`src/rtl/cq_spi_pkg.sv`:
```
package cq_spi_pkg;

  localparam int CS_LINES = 6;
  localparam int DATA_W   = 16;

  // Layout of a pushed command word (bit 31 down to bit 0)
  typedef struct packed {
    logic                keep_cs;   // 31
    logic [2:0]          fmt_sel;   // 30:28
    logic                last;      // 27
    logic                cnt_restart; // 26
    logic [3:0]          spare;     // 25:22
    logic [CS_LINES-1:0] cs_sel;    // 21:16
    logic [DATA_W-1:0]   data;      // 15:0
  } push_cmd_t;

  // Stored frame format (register bits 30:24)
  typedef struct packed {
    logic [3:0] len_m1;
    logic       cpol;
    logic       cpha;
    logic       lsb_first;
  } frame_fmt_t;

endpackage

```
`src/rtl/cq_spi_fifo.sv`:
```
module cq_spi_fifo #(
  parameter int WIDTH = 32,
  parameter int DEPTH = 4
) (
  input  logic             clk,
  input  logic             rst,
  input  logic             flush,
  input  logic             push,
  input  logic [WIDTH-1:0] din,
  input  logic             pop,
  output logic [WIDTH-1:0] head,
  output logic             full,
  output logic             empty
);
  localparam int PW = $clog2(DEPTH);

  logic [WIDTH-1:0] mem [DEPTH];
  logic [PW-1:0]    wptr, rptr;
  logic [PW:0]      count;

  logic do_push, do_pop;
  assign do_push = push && !full;
  assign do_pop  = pop && !empty;
  assign full    = (count == (PW+1)'(DEPTH));
  assign empty   = (count == '0);
  assign head    = mem[rptr];

  always_ff @(posedge clk) begin
    if (do_push) mem[wptr] <= din;
  end

  always_ff @(posedge clk) begin
    if (rst || flush) begin
      wptr  <= '0;
      rptr  <= '0;
      count <= '0;
    end else begin
      if (do_push) wptr <= wptr + 1'b1;
      if (do_pop)  rptr <= rptr + 1'b1;
      if (do_push && !do_pop)      count <= count + 1'b1;
      else if (do_pop && !do_push) count <= count - 1'b1;
    end
  end

  AST_NO_OVERFLOW: assert property (@(posedge clk) disable iff (rst)
    full && push && !pop && !flush |=> full);
  AST_NO_UNDERFLOW: assert property (@(posedge clk) disable iff (rst)
    empty && pop && !push && !flush |=> empty);

endmodule

```
`src/rtl/cq_spi_frame_engine.sv`:
```
module cq_spi_frame_engine
  import cq_spi_pkg::*;
(
  input  logic              clk,
  input  logic              rst,
  input  logic              start,
  input  frame_fmt_t        fmt,
  input  logic [DATA_W-1:0] tx_data,
  input  logic              half_tick,
  input  logic              miso,
  output logic              busy,
  output logic              done,
  output logic              sck,
  output logic              mosi,
  output logic [DATA_W-1:0] rx_data
);
  frame_fmt_t        fmt_q;
  logic [DATA_W-1:0] txd_q, rxd_q;
  logic [4:0]        edge_q;
  logic              busy_q, done_q, sck_q, mosi_q;

  function automatic logic pick(input logic [DATA_W-1:0] d, input logic [3:0] idx,
                                input logic [3:0] n_m1, input logic lsb);
    return lsb ? d[idx] : d[n_m1 - idx];
  endfunction

  logic [3:0] start_len;
  assign start_len = (fmt.len_m1 < 4'd3) ? 4'd3 : fmt.len_m1;

  logic       is_sample, is_last;
  logic [3:0] rx_idx, tx_idx, rx_pos;
  logic [4:0] edge_inc;
  assign edge_inc  = edge_q + 5'd1;
  assign is_sample = (edge_q[0] == fmt_q.cpha);
  assign is_last   = (edge_q == {fmt_q.len_m1, 1'b1});
  assign rx_idx    = edge_q[4:1];
  assign tx_idx    = fmt_q.cpha ? edge_q[4:1] : edge_inc[4:1];
  assign rx_pos    = fmt_q.lsb_first ? rx_idx : fmt_q.len_m1 - rx_idx;

  always_ff @(posedge clk) begin
    if (rst) begin
      fmt_q  <= '0;
      txd_q  <= '0;
      rxd_q  <= '0;
      edge_q <= '0;
      busy_q <= 1'b0;
      done_q <= 1'b0;
      sck_q  <= 1'b0;
      mosi_q <= 1'b0;
    end else begin
      done_q <= 1'b0;
      if (!busy_q) begin
        if (start) begin
          busy_q <= 1'b1;
          fmt_q  <= '{len_m1: start_len, cpol: fmt.cpol, cpha: fmt.cpha,
                      lsb_first: fmt.lsb_first};
          txd_q  <= tx_data;
          rxd_q  <= '0;
          edge_q <= '0;
          sck_q  <= fmt.cpol;
          mosi_q <= pick(tx_data, 4'd0, start_len, fmt.lsb_first);
        end
      end else if (half_tick) begin
        sck_q <= ~sck_q;
        if (is_sample)
          rxd_q[rx_pos] <= miso;
        else if (!is_last)
          mosi_q <= pick(txd_q, tx_idx, fmt_q.len_m1, fmt_q.lsb_first);
        if (is_last) begin
          busy_q <= 1'b0;
          done_q <= 1'b1;
        end else begin
          edge_q <= edge_inc;
        end
      end
    end
  end

  assign busy    = busy_q;
  assign done    = done_q;
  assign sck     = sck_q;
  assign mosi    = mosi_q;
  assign rx_data = rxd_q;

  AST_SCK_QUIET: assert property (@(posedge clk) disable iff (rst)
    !busy_q && !start |=> $stable(sck_q));
  AST_SCK_HOME: assert property (@(posedge clk) disable iff (rst)
    done_q |-> sck_q == fmt_q.cpol);

endmodule

```
`src/rtl/cq_spi_master.sv`:
```
module cq_spi_master
  import cq_spi_pkg::*;
#(
  parameter int ATTR_SETS  = 2,
  parameter int FIFO_DEPTH = 4,
  parameter int ADDR_W     = 8
) (
  input  logic                clk,
  input  logic                rst,
  input  logic                reg_wr,
  input  logic                reg_rd,
  input  logic [ADDR_W-1:0]   reg_addr,
  input  logic [31:0]         reg_wdata,
  output logic [31:0]         reg_rdata,
  input  logic                half_tick,
  input  logic                miso,
  output logic                sck,
  output logic                mosi,
  output logic [CS_LINES-1:0] cs,
  output logic                irq
);
  localparam int SEL_W = (ATTR_SETS > 1) ? $clog2(ATTR_SETS) : 1;
  localparam logic [ADDR_W-1:0] A_CTRL = ADDR_W'(8'h00);
  localparam logic [ADDR_W-1:0] A_CNT  = ADDR_W'(8'h08);
  localparam logic [ADDR_W-1:0] A_FMT0 = ADDR_W'(8'h0C);
  localparam logic [ADDR_W-1:0] A_STAT = ADDR_W'(8'h2C);
  localparam logic [ADDR_W-1:0] A_IEN  = ADDR_W'(8'h30);
  localparam logic [ADDR_W-1:0] A_PUSH = ADDR_W'(8'h34);
  localparam logic [ADDR_W-1:0] A_POP  = ADDR_W'(8'h38);

  // ---- configuration and status state ----
  logic                run_en, ien_q, last_flag, ovf_flag;
  logic [CS_LINES-1:0] idle_lvl, cs_drive;
  logic [15:0]         frame_cnt;
  logic                cur_keep, cur_last;
  logic [31:0]         rdata_q;
  logic                irq_q;
  frame_fmt_t          fmt_q [ATTR_SETS];

  logic wr_ctrl, wr_stat, tx_flush, rx_flush;
  assign wr_ctrl  = reg_wr && (reg_addr == A_CTRL);
  assign wr_stat  = reg_wr && (reg_addr == A_STAT);
  assign tx_flush = wr_ctrl && reg_wdata[11];
  assign rx_flush = wr_ctrl && reg_wdata[10];

  // ---- FIFOs ----
  logic [31:0]       tx_head;
  logic              tx_full, tx_empty, tx_pop;
  logic [DATA_W-1:0] rx_head, eng_rx;
  logic              rx_full, rx_empty, rx_pop;
  logic              eng_busy, eng_done, start;

  cq_spi_fifo #(.WIDTH(32), .DEPTH(FIFO_DEPTH)) u_txq (
    .clk(clk), .rst(rst), .flush(tx_flush),
    .push(reg_wr && (reg_addr == A_PUSH)), .din(reg_wdata),
    .pop(tx_pop), .head(tx_head), .full(tx_full), .empty(tx_empty));

  cq_spi_fifo #(.WIDTH(DATA_W), .DEPTH(FIFO_DEPTH)) u_rxq (
    .clk(clk), .rst(rst), .flush(rx_flush),
    .push(eng_done && !rx_full), .din(eng_rx),
    .pop(rx_pop), .head(rx_head), .full(rx_full), .empty(rx_empty));

  // ---- frame launch ----
  push_cmd_t  cmd;
  frame_fmt_t sel_fmt;
  assign cmd     = push_cmd_t'(tx_head);
  assign sel_fmt = fmt_q[cmd.fmt_sel[SEL_W-1:0]];
  assign start   = run_en && !eng_busy && !eng_done && !last_flag && !tx_empty && !tx_flush;
  assign tx_pop  = start;
  assign rx_pop  = reg_rd && (reg_addr == A_POP) && !rx_empty;

  cq_spi_frame_engine u_engine (
    .clk(clk), .rst(rst), .start(start), .fmt(sel_fmt), .tx_data(cmd.data),
    .half_tick(half_tick), .miso(miso), .busy(eng_busy), .done(eng_done),
    .sck(sck), .mosi(mosi), .rx_data(eng_rx));

  // ---- format sets ----
  for (genvar g = 0; g < ATTR_SETS; g++) begin : g_fmt
    always_ff @(posedge clk) begin
      if (rst)
        fmt_q[g] <= '0;
      else if (reg_wr && (reg_addr == ADDR_W'(A_FMT0 + 4 * g)))
        fmt_q[g] <= frame_fmt_t'(reg_wdata[30:24]);
    end
  end

  // ---- control, status and frame bookkeeping ----
  always_ff @(posedge clk) begin
    if (rst) begin
      run_en    <= 1'b0;
      idle_lvl  <= '1;
      ien_q     <= 1'b0;
      last_flag <= 1'b0;
      ovf_flag  <= 1'b0;
      cs_drive  <= '0;
      frame_cnt <= '0;
      cur_keep  <= 1'b0;
      cur_last  <= 1'b0;
      irq_q     <= 1'b0;
    end else begin
      if (wr_ctrl) begin
        run_en   <= reg_wdata[31];
        idle_lvl <= reg_wdata[21:16];
      end
      if (reg_wr && (reg_addr == A_IEN)) ien_q <= reg_wdata[28];
      if (wr_stat && reg_wdata[28]) last_flag <= 1'b0;
      if (wr_stat && reg_wdata[27]) ovf_flag  <= 1'b0;
      if (start) begin
        cur_keep  <= cmd.keep_cs;
        cur_last  <= cmd.last;
        cs_drive  <= cmd.cs_sel;
        frame_cnt <= cmd.cnt_restart ? 16'd1 : frame_cnt + 16'd1;
      end
      if (eng_done) begin
        if (!cur_keep) cs_drive <= '0;
        if (cur_last)  last_flag <= 1'b1;
        if (rx_full)   ovf_flag  <= 1'b1;
      end
      irq_q <= last_flag && ien_q;
    end
  end

  // ---- register read ----
  logic [31:0] rd_mux;
  always_comb begin
    rd_mux = '0;
    case (reg_addr)
      A_CTRL: rd_mux = {run_en, 9'd0, idle_lvl, 16'd0};
      A_CNT:  rd_mux = {frame_cnt, 16'd0};
      A_STAT: rd_mux = {3'd0, last_flag, ovf_flag, 27'd0};
      A_IEN:  rd_mux = {3'd0, ien_q, 28'd0};
      A_POP:  rd_mux = rx_empty ? 32'd0 : {16'd0, rx_head};
      default: rd_mux = '0;
    endcase
    for (int k = 0; k < ATTR_SETS; k++)
      if (reg_addr == ADDR_W'(A_FMT0 + 4 * k))
        rd_mux = {1'b0, fmt_q[k], 24'd0};
  end

  always_ff @(posedge clk) begin
    if (rst)         rdata_q <= '0;
    else if (reg_rd) rdata_q <= rd_mux;
  end

  assign reg_rdata = rdata_q;
  assign cs        = idle_lvl ^ cs_drive;
  assign irq       = irq_q;

  logic unused_bits;
  assign unused_bits = ^{cmd.spare, cmd.fmt_sel};

  AST_LAST_HALTS: assert property (@(posedge clk) disable iff (rst)
    last_flag && !eng_busy |=> !eng_busy);
  AST_CS_RELEASE: assert property (@(posedge clk) disable iff (rst)
    eng_done && !cur_keep |=> cs == idle_lvl);
  AST_IRQ_CAUSE: assert property (@(posedge clk) disable iff (rst)
    $rose(irq_q) |-> $past(last_flag && ien_q));
  AST_OVF_ON_FULL: assert property (@(posedge clk) disable iff (rst)
    eng_done && rx_full |=> ovf_flag);
  AST_CNT_LIVE: assert property (@(posedge clk) disable iff (rst)
    eng_done |-> frame_cnt != 16'd0);
  AST_RUN_GATE: assert property (@(posedge clk) disable iff (rst)
    !run_en && !eng_busy |=> !eng_busy);

endmodule

```
`config.mk`:
```
export PLATFORM = sky130hd
export DESIGN_NAME = cq_spi_master
export DESIGN_NICKNAME = d
export VERILOG_FILES = /design/src/rtl/cq_spi_pkg.sv /design/src/rtl/cq_spi_fifo.sv /design/src/rtl/cq_spi_frame_engine.sv /design/src/rtl/cq_spi_master.sv
export SDC_FILE = /design/constraint.sdc
export NUM_CORES = 1
export LEC_CHECK = 0
export ABC_AREA = 0
export BUFFER_PORTS_ARGS = -buffer_cell sky130_fd_sc_hd__buf_2
export CELL_PAD_IN_SITES_DETAIL_PLACEMENT = 1
export CELL_PAD_IN_SITES_GLOBAL_PLACEMENT = 1
export CORE_UTILIZATION = 40
export CTS_BUF_LIST = sky130_fd_sc_hd__clkbuf_4
export DETAILED_ROUTE_END_ITERATION = 8
export GPL_ROUTABILITY_DRIVEN = 0
export PLACE_DENSITY_LB_ADDON = 0.08
export SYNTH_ARGS = -nofsm -noshare
export SYNTH_HDL_FRONTEND = slang
export SYNTH_SLANG_ARGS = --single-unit
```
`constraint.sdc`:
```
create_clock -name clk -period 4.75 [get_ports clk]
set_input_delay 0.475 -clock clk [delete_from_list [all_inputs] [get_ports clk]]
set_output_delay 0.475 -clock clk [all_outputs]
set_load 0.005 [all_outputs]
```
-- Yosys cells after proc, flatten, opt, wreduce, memory -nomap -nowiden
Memories as Yosys holds them, arrays and structs flattened. A register that Yosys moved wholly into a read port is not among the register bits.
Index checks and enable logic that the tools add are counted.
- register bits: 128
- RAM bits: 206
- bits of input ports: 46
- word-level logic and storage cells: 194
- memories kept: 3
- memories (memory ; words ; width ; rd ports ; clocked after memory_dff ; write ports ; RTL line ; text):
    u_txq.mem ; 4 ; 32 ; 1 ; 1 ; 1 ; cq_spi_fifo.sv:17 ; logic [WIDTH-1:0] mem [DEPTH];
    u_rxq.mem ; 4 ; 16 ; 1 ; 1 ; 1 ; cq_spi_fifo.sv:17 ;
    fmt_q ; 2 ; 7 ; 3 ; 0 ; 2 ; cq_spi_master.sv:38 ; frame_fmt_t fmt_q [ATTR_SETS];
- add/sub/neg operators: 12
- $lt $le $gt $ge: 6
- equality and inequality tests: 15
- mux-type cells: 71
- bitwise logic cells: 6
- reduce and logical (&&, ||, !) cells: 54
- operator list (operator ; number):
    one-hot mux 32 bit (5 select lines) ; 1
    two-way mux 16 bit ; 6
    two-way mux 32 bit ; 2
    two-way mux 1 bit ; 37
    == test 8 x 6 -> 1 bit (second input constant) ; 4
    logical AND 1 bit ; 28
    less-than comparator 4 x 5 -> 1 bit (second input constant) ; 4
    two-way mux 5 bit ; 4
    two-way mux 6 bit ; 3
    adder 16 x 1 -> 16 bit (second input constant) ; 1
    bitwise mux 16 bit ; 1
    == test 8 x 4 -> 1 bit (second input constant) ; 2
    two-way mux 7 bit ; 2
    binary-select mux 1 bit (select 4 bit) ; 3
    zero test 1 bit ; 12
    two-way mux 3 bit ; 4
    two-way mux 4 bit ; 3
    adder 2 x 1 -> 2 bit (second input constant) ; 4
    == test 8 x 5 -> 1 bit (second input constant) ; 1
    zero test 8 bit ; 1
    two-way mux 2 bit ; 4
    inequality test 2 bit (second input constant) ; 4
    subtractor 4 bit ; 2
    adder 3 x 1 -> 3 bit (second input constant) ; 2
    other kinds (18) ; 29

-- Longest topological paths before layout
- depth after elaboration: 10
- gate-level depth with buffers: 13

-- Modules after synthesis
A second synthesis with hierarchy kept.
- cell total of the unflattened synthesis: 1086
- area total of the unflattened synthesis: 14451.4 um^2
- modules (own cells, without submodules) (module ; times used ; cells each ; area an instance (um^2) ; sequential area each (um^2)):
    cq_spi_fifo (u_txq) ; 1 ; 217 ; 5084.9 ; 4023.9
    cq_spi_master ; 1 ; 392 ; 3823.7 ; 1761.7
    cq_spi_fifo (u_rxq) ; 1 ; 134 ; 2792.7 ; 2102.0
    cq_spi_frame_engine ; 1 ; 343 ; 2750.1 ; 940.9

-- Worst setup path after synthesis
No wires, ideal clock.
- path kind: input port to flip-flop
- start: input port reg_addr[1]
- end: register u_txq.count[2]
- setup time: 0.120 ns
- arrival: 2.911 ns
- data required time: 4.630 ns
- path slack: 1.718 ns
- stages: 13
- path buffers: 2
- path through: nor4_1 -> and3_1 -> buf_2 -> a21oi_4 -> inv_2 -> buf_1 -> ha_1 -> inv_1 -> fa_1 -> xor2_1 -> nor2_1 -> xnor2_1 -> nor2_1
- longest elaborated chain between the ends: 9
- ends and longest elaborated chain (what ; RTL line ; text):
    from (decl) ; cq_spi_master.sv:12 ; input logic [ADDR_W-1:0] reg_addr,
    zero test 8 bit ; cq_spi_master.sv:41 ; assign wr_ctrl = reg_wr && (reg_addr == A_CTRL);
    logical AND 1 bit ; cq_spi_master.sv:41 ;
    logical AND 1 bit ; cq_spi_master.sv:43 ; assign tx_flush = wr_ctrl && reg_wdata[11];
    zero test 1 bit ; cq_spi_master.sv:68 ; assign start = run_en && !eng_busy && !eng_done && !last_flag && !tx_empty && !tx_flush;
    logical AND 1 bit ; cq_spi_master.sv:68 ;
    logical AND 1 bit ; cq_spi_fifo.sv:23 ; assign do_pop = pop && !empty;
    zero test 1 bit ; cq_spi_fifo.sv:40 ; if (do_push && !do_pop) count <= count + 1'b1;
    logical AND 1 bit ; cq_spi_fifo.sv:40 ;
    two-way mux 3 bit / nonzero test 2 bit (equally long branches) ; - ;
    to (signal assigned) ; cq_spi_fifo.sv:40 ;
    to (signal assigned) ; cq_spi_fifo.sv:41 ; else if (do_pop && !do_push) count <= count - 1'b1;
    to (decl) ; cq_spi_fifo.sv:19 ; logic [PW:0] count;
Several ways; a longest one is shown, not always the timed one.
A chain may end at the register's enable or synchronous reset.

-- Worst setup path after layout
- start: register u_engine.edge_q[1]
- end: register u_engine.mosi_q, in the netlist u_engine.mosi
- longest elaborated chain between the ends: 10
- ends and longest elaborated chain (what ; RTL line ; text):
    from (decl) ; cq_spi_frame_engine.sv:19 ; logic [4:0] edge_q;
    from (signal assigned) ; cq_spi_frame_engine.sv:73 ; edge_q <= edge_inc;
    adder 5 x 1 -> 5 bit ; cq_spi_frame_engine.sv:33 ; assign edge_inc = edge_q + 5'd1;
    two-way mux 4 bit ; cq_spi_frame_engine.sv:37 ; assign tx_idx = fmt_q.cpha ? edge_q[4:1] : edge_inc[4:1];
    subtractor 4 bit ; cq_spi_frame_engine.sv:24 ; return lsb ? d[idx] : d[n_m1 - idx];
    binary-select mux 1 bit (select 4 bit) ; cq_spi_frame_engine.sv:24 ;
    two-way mux 1 bit (not written as such) ; cq_spi_frame_engine.sv:24 ;
    two-way mux 1 bit ; cq_spi_frame_engine.sv:24 ;
    two-way mux 1 bit ; cq_spi_frame_engine.sv:67 ; else if (!is_last)
    two-way mux 1 bit ; cq_spi_frame_engine.sv:65 ; if (is_sample)
    two-way mux 1 bit ; cq_spi_frame_engine.sv:63 ; end else if (half_tick) begin
    two-way mux 1 bit ; cq_spi_frame_engine.sv:52 ; if (!busy_q) begin
    to (signal assigned) ; cq_spi_frame_engine.sv:61 ; mosi_q <= pick(tx_data, 4'd0, start_len, fmt.lsb_first);
    to (signal assigned) ; cq_spi_frame_engine.sv:68 ; mosi_q <= pick(txd_q, tx_idx, fmt_q.len_m1, fmt_q.lsb_first);
    to (decl) ; cq_spi_frame_engine.sv:20 ; logic busy_q, done_q, sck_q, mosi_q;
Several ways; a longest one is shown, not always the timed one. The select of a mux whose other input is x is not followed.

==> impl_metrics.env <==
export IMPL_peakVddDrop_mv=0.210
export IMPL_drtIter0Drc=403
export IMPL_synth_area_leaders="sky130_fd_sc_hd__edfxtp_1 (41%), sky130_fd_sc_hd__dfxtp_1 (20%), sky130_fd_sc_hd__mux4_2 (7.3%), sky130_fd_sc_hd__nor2_1 (2.8%), sky130_fd_sc_hd__nand2_1 (2.8%)"
export IMPL_slack_of_the_worst_reg_to_reg_path_ns=1.41
export IMPL_grt_setup_unrepaired="false"
export IMPL_floorplan_core_area_mm2=0.0326
export IMPL_dpl_cells=1525
export IMPL_cts_htree_levels=3
export IMPL_crit_buf_inv=1
export IMPL_timing_critical_path_cells="ha_1 -> mux2i_1 -> inv_1 -> ha_1 -> fa_1 -> mux4_2 -> nand2_1 -> mux2i_1 -> o211ai_1 -> nand4_1"
export IMPL_r2r_end="u_engine.mosi"
export IMPL_first_global_vias=9436
export IMPL_setup_tns_final_ns=0
export IMPL_worst_slew_pin_slew_ns=1.25
export IMPL_cts_resized=0
export IMPL_synth_nets=1112
export IMPL_timing_worst_setup_path_type="reg -> reg"
export IMPL_layout_filler_cells=3470
export IMPL_clk_pin_slew_ns=0.07
export IMPL_setup_viol=0
export IMPL_hold_path_cells=1
export IMPL_power_density_mw_per_mm2=354
export IMPL_antenna_left=0
export IMPL_design_die_area_mm2=0.0340
export IMPL_period_minus_slack_ns=3.34
export IMPL_drt_pre_antenna_iters=5
export IMPL_min_period_over_period=0.703
export IMPL_ys_seq_elements=314
export IMPL_synth_cell_area_mm2=0.0133
export IMPL_seq_area_frac_synth=0.610
export IMPL_hpwl_mm=21.3
export IMPL_synth_largest_area_cell="sky130_fd_sc_hd__edfxtp_1"
export IMPL_wl_mm=32.1
export IMPL_clock_tree_root_cell="sky130_fd_sc_hd__clkbuf_4"
export IMPL_io_pins=87
export IMPL_critPathRequiredTime_ns=5.34
export IMPL_max_clock_freq_mhz=299
export IMPL_fp_row_count=66
export IMPL_worst_setup_path_startpoint="u_engine.edge_q[1]"
export IMPL_synth_top_flop_cell="sky130_fd_sc_hd__edfxtp_1"
export IMPL_async_reset_ff_frac=0
export IMPL_power_internal_mw=4.29
export IMPL_clockBufferDepth=3
export IMPL_worstReg2RegStart="u_engine.edge_q[1]"
export IMPL_crit_path_top_delay_cell="sky130_fd_sc_hd__fa_1"
export IMPL_final_setup_skew_ns=0.0513
export IMPL_warning_count_from_the_yosys_run=0
export IMPL_power_frac_seq=0.526
export IMPL_globalRouteTotalUtil=0.197
export IMPL_path_delay_family="adder cells"
export IMPL_yosys_cell_types_count=72
export IMPL_critPathCaptureType="flip-flop"
export IMPL_crit_path_max_incr_delay_ns=0.62
export IMPL_power_switching_share=0.218
export IMPL_timing_hold_violations_final=0
export IMPL_status="finished, final reports clean"
export IMPL_finalPower_mw=5.48
export IMPL_timing_hold_worst_endpoint="u_txq.mem[3][11]"
export IMPL_grt_max_degree=79
export IMPL_global_route_wire_length_before_repair_mm=51.2
export IMPL_postSynthCellCount=1044
export IMPL_cts_sinks=314
export IMPL_layout_nets=1262
export IMPL_placed_cell_area_mm2=0.0141
export IMPL_grt_antenna_before_repair=2
export IMPL_drive_gt1_frac=0.234
export IMPL_timing_max_transition_violations_final=0
export IMPL_place_port_buffers=84
export IMPL_fin_ws_ns=1.41
export IMPL_cts_buffers=87
export IMPL_worstHoldStart="reg_wdata[11]"
export IMPL_final_common_cell="sky130_fd_sc_hd__edfxtp_1"
export IMPL_post_synthesis_mean_instance_area_um2=12.7
export IMPL_layout_area_overhead_vs_synth_pct=16.5
export IMPL_stdcell_count=1704
export IMPL_final_area_mm2=0.0155
export IMPL_reg2regPathDepth=10
export IMPL_power_leakage_nw=5.35
export IMPL_post_place_ws_ns=1.40
export IMPL_synth_edf_count=182
export IMPL_start_kind="flip-flop"
export IMPL_most_common_layout_cells="sky130_fd_sc_hd__edfxtp_1 (182), sky130_fd_sc_hd__clkbuf_4 (139), sky130_fd_sc_hd__dfxtp_1 (131)"
export IMPL_detail_route_vias_per_cell=5.22
export IMPL_timing_slew_headroom=0.153
export IMPL_clock_latency_late_sink_ns=0.72
export IMPL_initial_core_util=0.408
export IMPL_total_switching_power_mw=1.19
export IMPL_worst_hold_path_class="in -> reg"
export IMPL_die_width_um=184
export IMPL_cts_tree="built"
export IMPL_yosys_area_top_type_share=0.411
export IMPL_critical_path_arrival_ns=3.93
export IMPL_num_vias=8887
export IMPL_global_route_overflow_total=0
export IMPL_finalHoldWorstSlack_ns=0.0742
export IMPL_drc_errors=0
export IMPL_cap_violations=0
export IMPL_critPathMaxFanout=10
export IMPL_postLayoutCoreUtil=0.475
export IMPL_clock_power_share=0.452
export IMPL_avgRoutedWirePerCell_um=18.9
export IMPL_power_share_combinational=0.021
export IMPL_fp_dieH_um=184
timing repair:
action,CTS,global route
hold buffers,22,0
buffers inserted,0,0
endpoints found under the hold margin,93,0
cell usage after synthesis (18+ instances only):
library cell and instances:
sky130_fd_sc_hd__nor2b_1 25, sky130_fd_sc_hd__a21oi_1 74, sky130_fd_sc_hd__clkbuf_1 41, sky130_fd_sc_hd__nand3_1 19
sky130_fd_sc_hd__mux2i_1 26, sky130_fd_sc_hd__and2_1 26, sky130_fd_sc_hd__xor2_1 21, sky130_fd_sc_hd__nor2_1 100
sky130_fd_sc_hd__ha_1 18, sky130_fd_sc_hd__dfxtp_1 132, sky130_fd_sc_hd__inv_1 25, sky130_fd_sc_hd__mux4_2 43
sky130_fd_sc_hd__nand2_1 99, sky130_fd_sc_hd__xnor2_1 19, sky130_fd_sc_hd__edfxtp_1 182, sky130_fd_sc_hd__nand4_1 21
flip-flops by register name, indices dropped and copies added, names as in the netlist, 14 cells and up, named ones only:
name              flops
reg_rdata            32
fmt_q                14
u_txq.mem           104
u_rxq.mem            64
u_engine.txd_q       16
u_engine.rx_data     16
frame_cnt            16
area by class of cell:
type                    instances  area (um2)  share of cell area
diodes                          2        5.00            0.000323
clock buffers                 139        1040              0.0674
clock inverters                16        87.6             0.00566
inverters                      26        97.6             0.00630
multi-input cells             648        4860               0.314
flip-flops and latches        314        8110               0.524
well taps                     442         553              0.0357
repair buffers                117         726              0.0469
worst register-to-register path: stages, from the launching register on:
cell,delay [ns]
sky130_fd_sc_hd__dfxtp_1,0.54
sky130_fd_sc_hd__ha_1,0.32
sky130_fd_sc_hd__mux2i_1,0.45
sky130_fd_sc_hd__inv_1,0.14
sky130_fd_sc_hd__ha_1,0.23
sky130_fd_sc_hd__fa_1,0.62
sky130_fd_sc_hd__mux4_2,0.54
sky130_fd_sc_hd__nand2_1,0.08
sky130_fd_sc_hd__mux2i_1,0.07
sky130_fd_sc_hd__o211ai_1,0.16
sky130_fd_sc_hd__nand4_1,0.09
power groups by stage:
stage               combinational, mW  clock, mW  sequential [mW]
global route                    0.129       2.73             2.88
floorplan                      0.0456          0             2.94
detailed placement              0.106          0             2.94
finish                          0.117       2.48             2.88
global placement                0.103          0             2.94
CTS                             0.120       2.58             2.88
worst max-delay path by stage:
stage	to	slack (ns)	cells after the start
2_1_floorplan	u_txq.count[2]	1.72	13
3_3_place_gp	u_txq.count[2]	1.38	12
3_5_place_dp	u_engine.mosi	1.40	10
4_1_cts	u_engine.mosi	1.37	10
5_1_grt	u_engine.rx_data[2]	1.15	9
6_report	u_engine.mosi	1.41	10
logic make-up (layout without fill, tap and decap cells):
logic type	after synthesis	in the layout	share of synthesized area
simple gates	346	346	0.127
flops	314	314	0.610
compound gates	160	160	0.0797
buf+inv	82	298	0.0246
mux	78	78	0.107
xor+xnor	42	42	0.0294
fa+ha+maj	22	22	0.0230
other cells	0	2	0
metal layers:
metal / wire length (um) / up-vias / track usage
met2: 15900 / 166 / 0.334
met1: 14500 / 4446 / 0.247
li1: - / 4229 / -
met4: 539 / 0 / 0.0733
met5: 0 / - / 0
met3: 1170 / 46 / 0.0423
(Power assumes the default switching activity.)
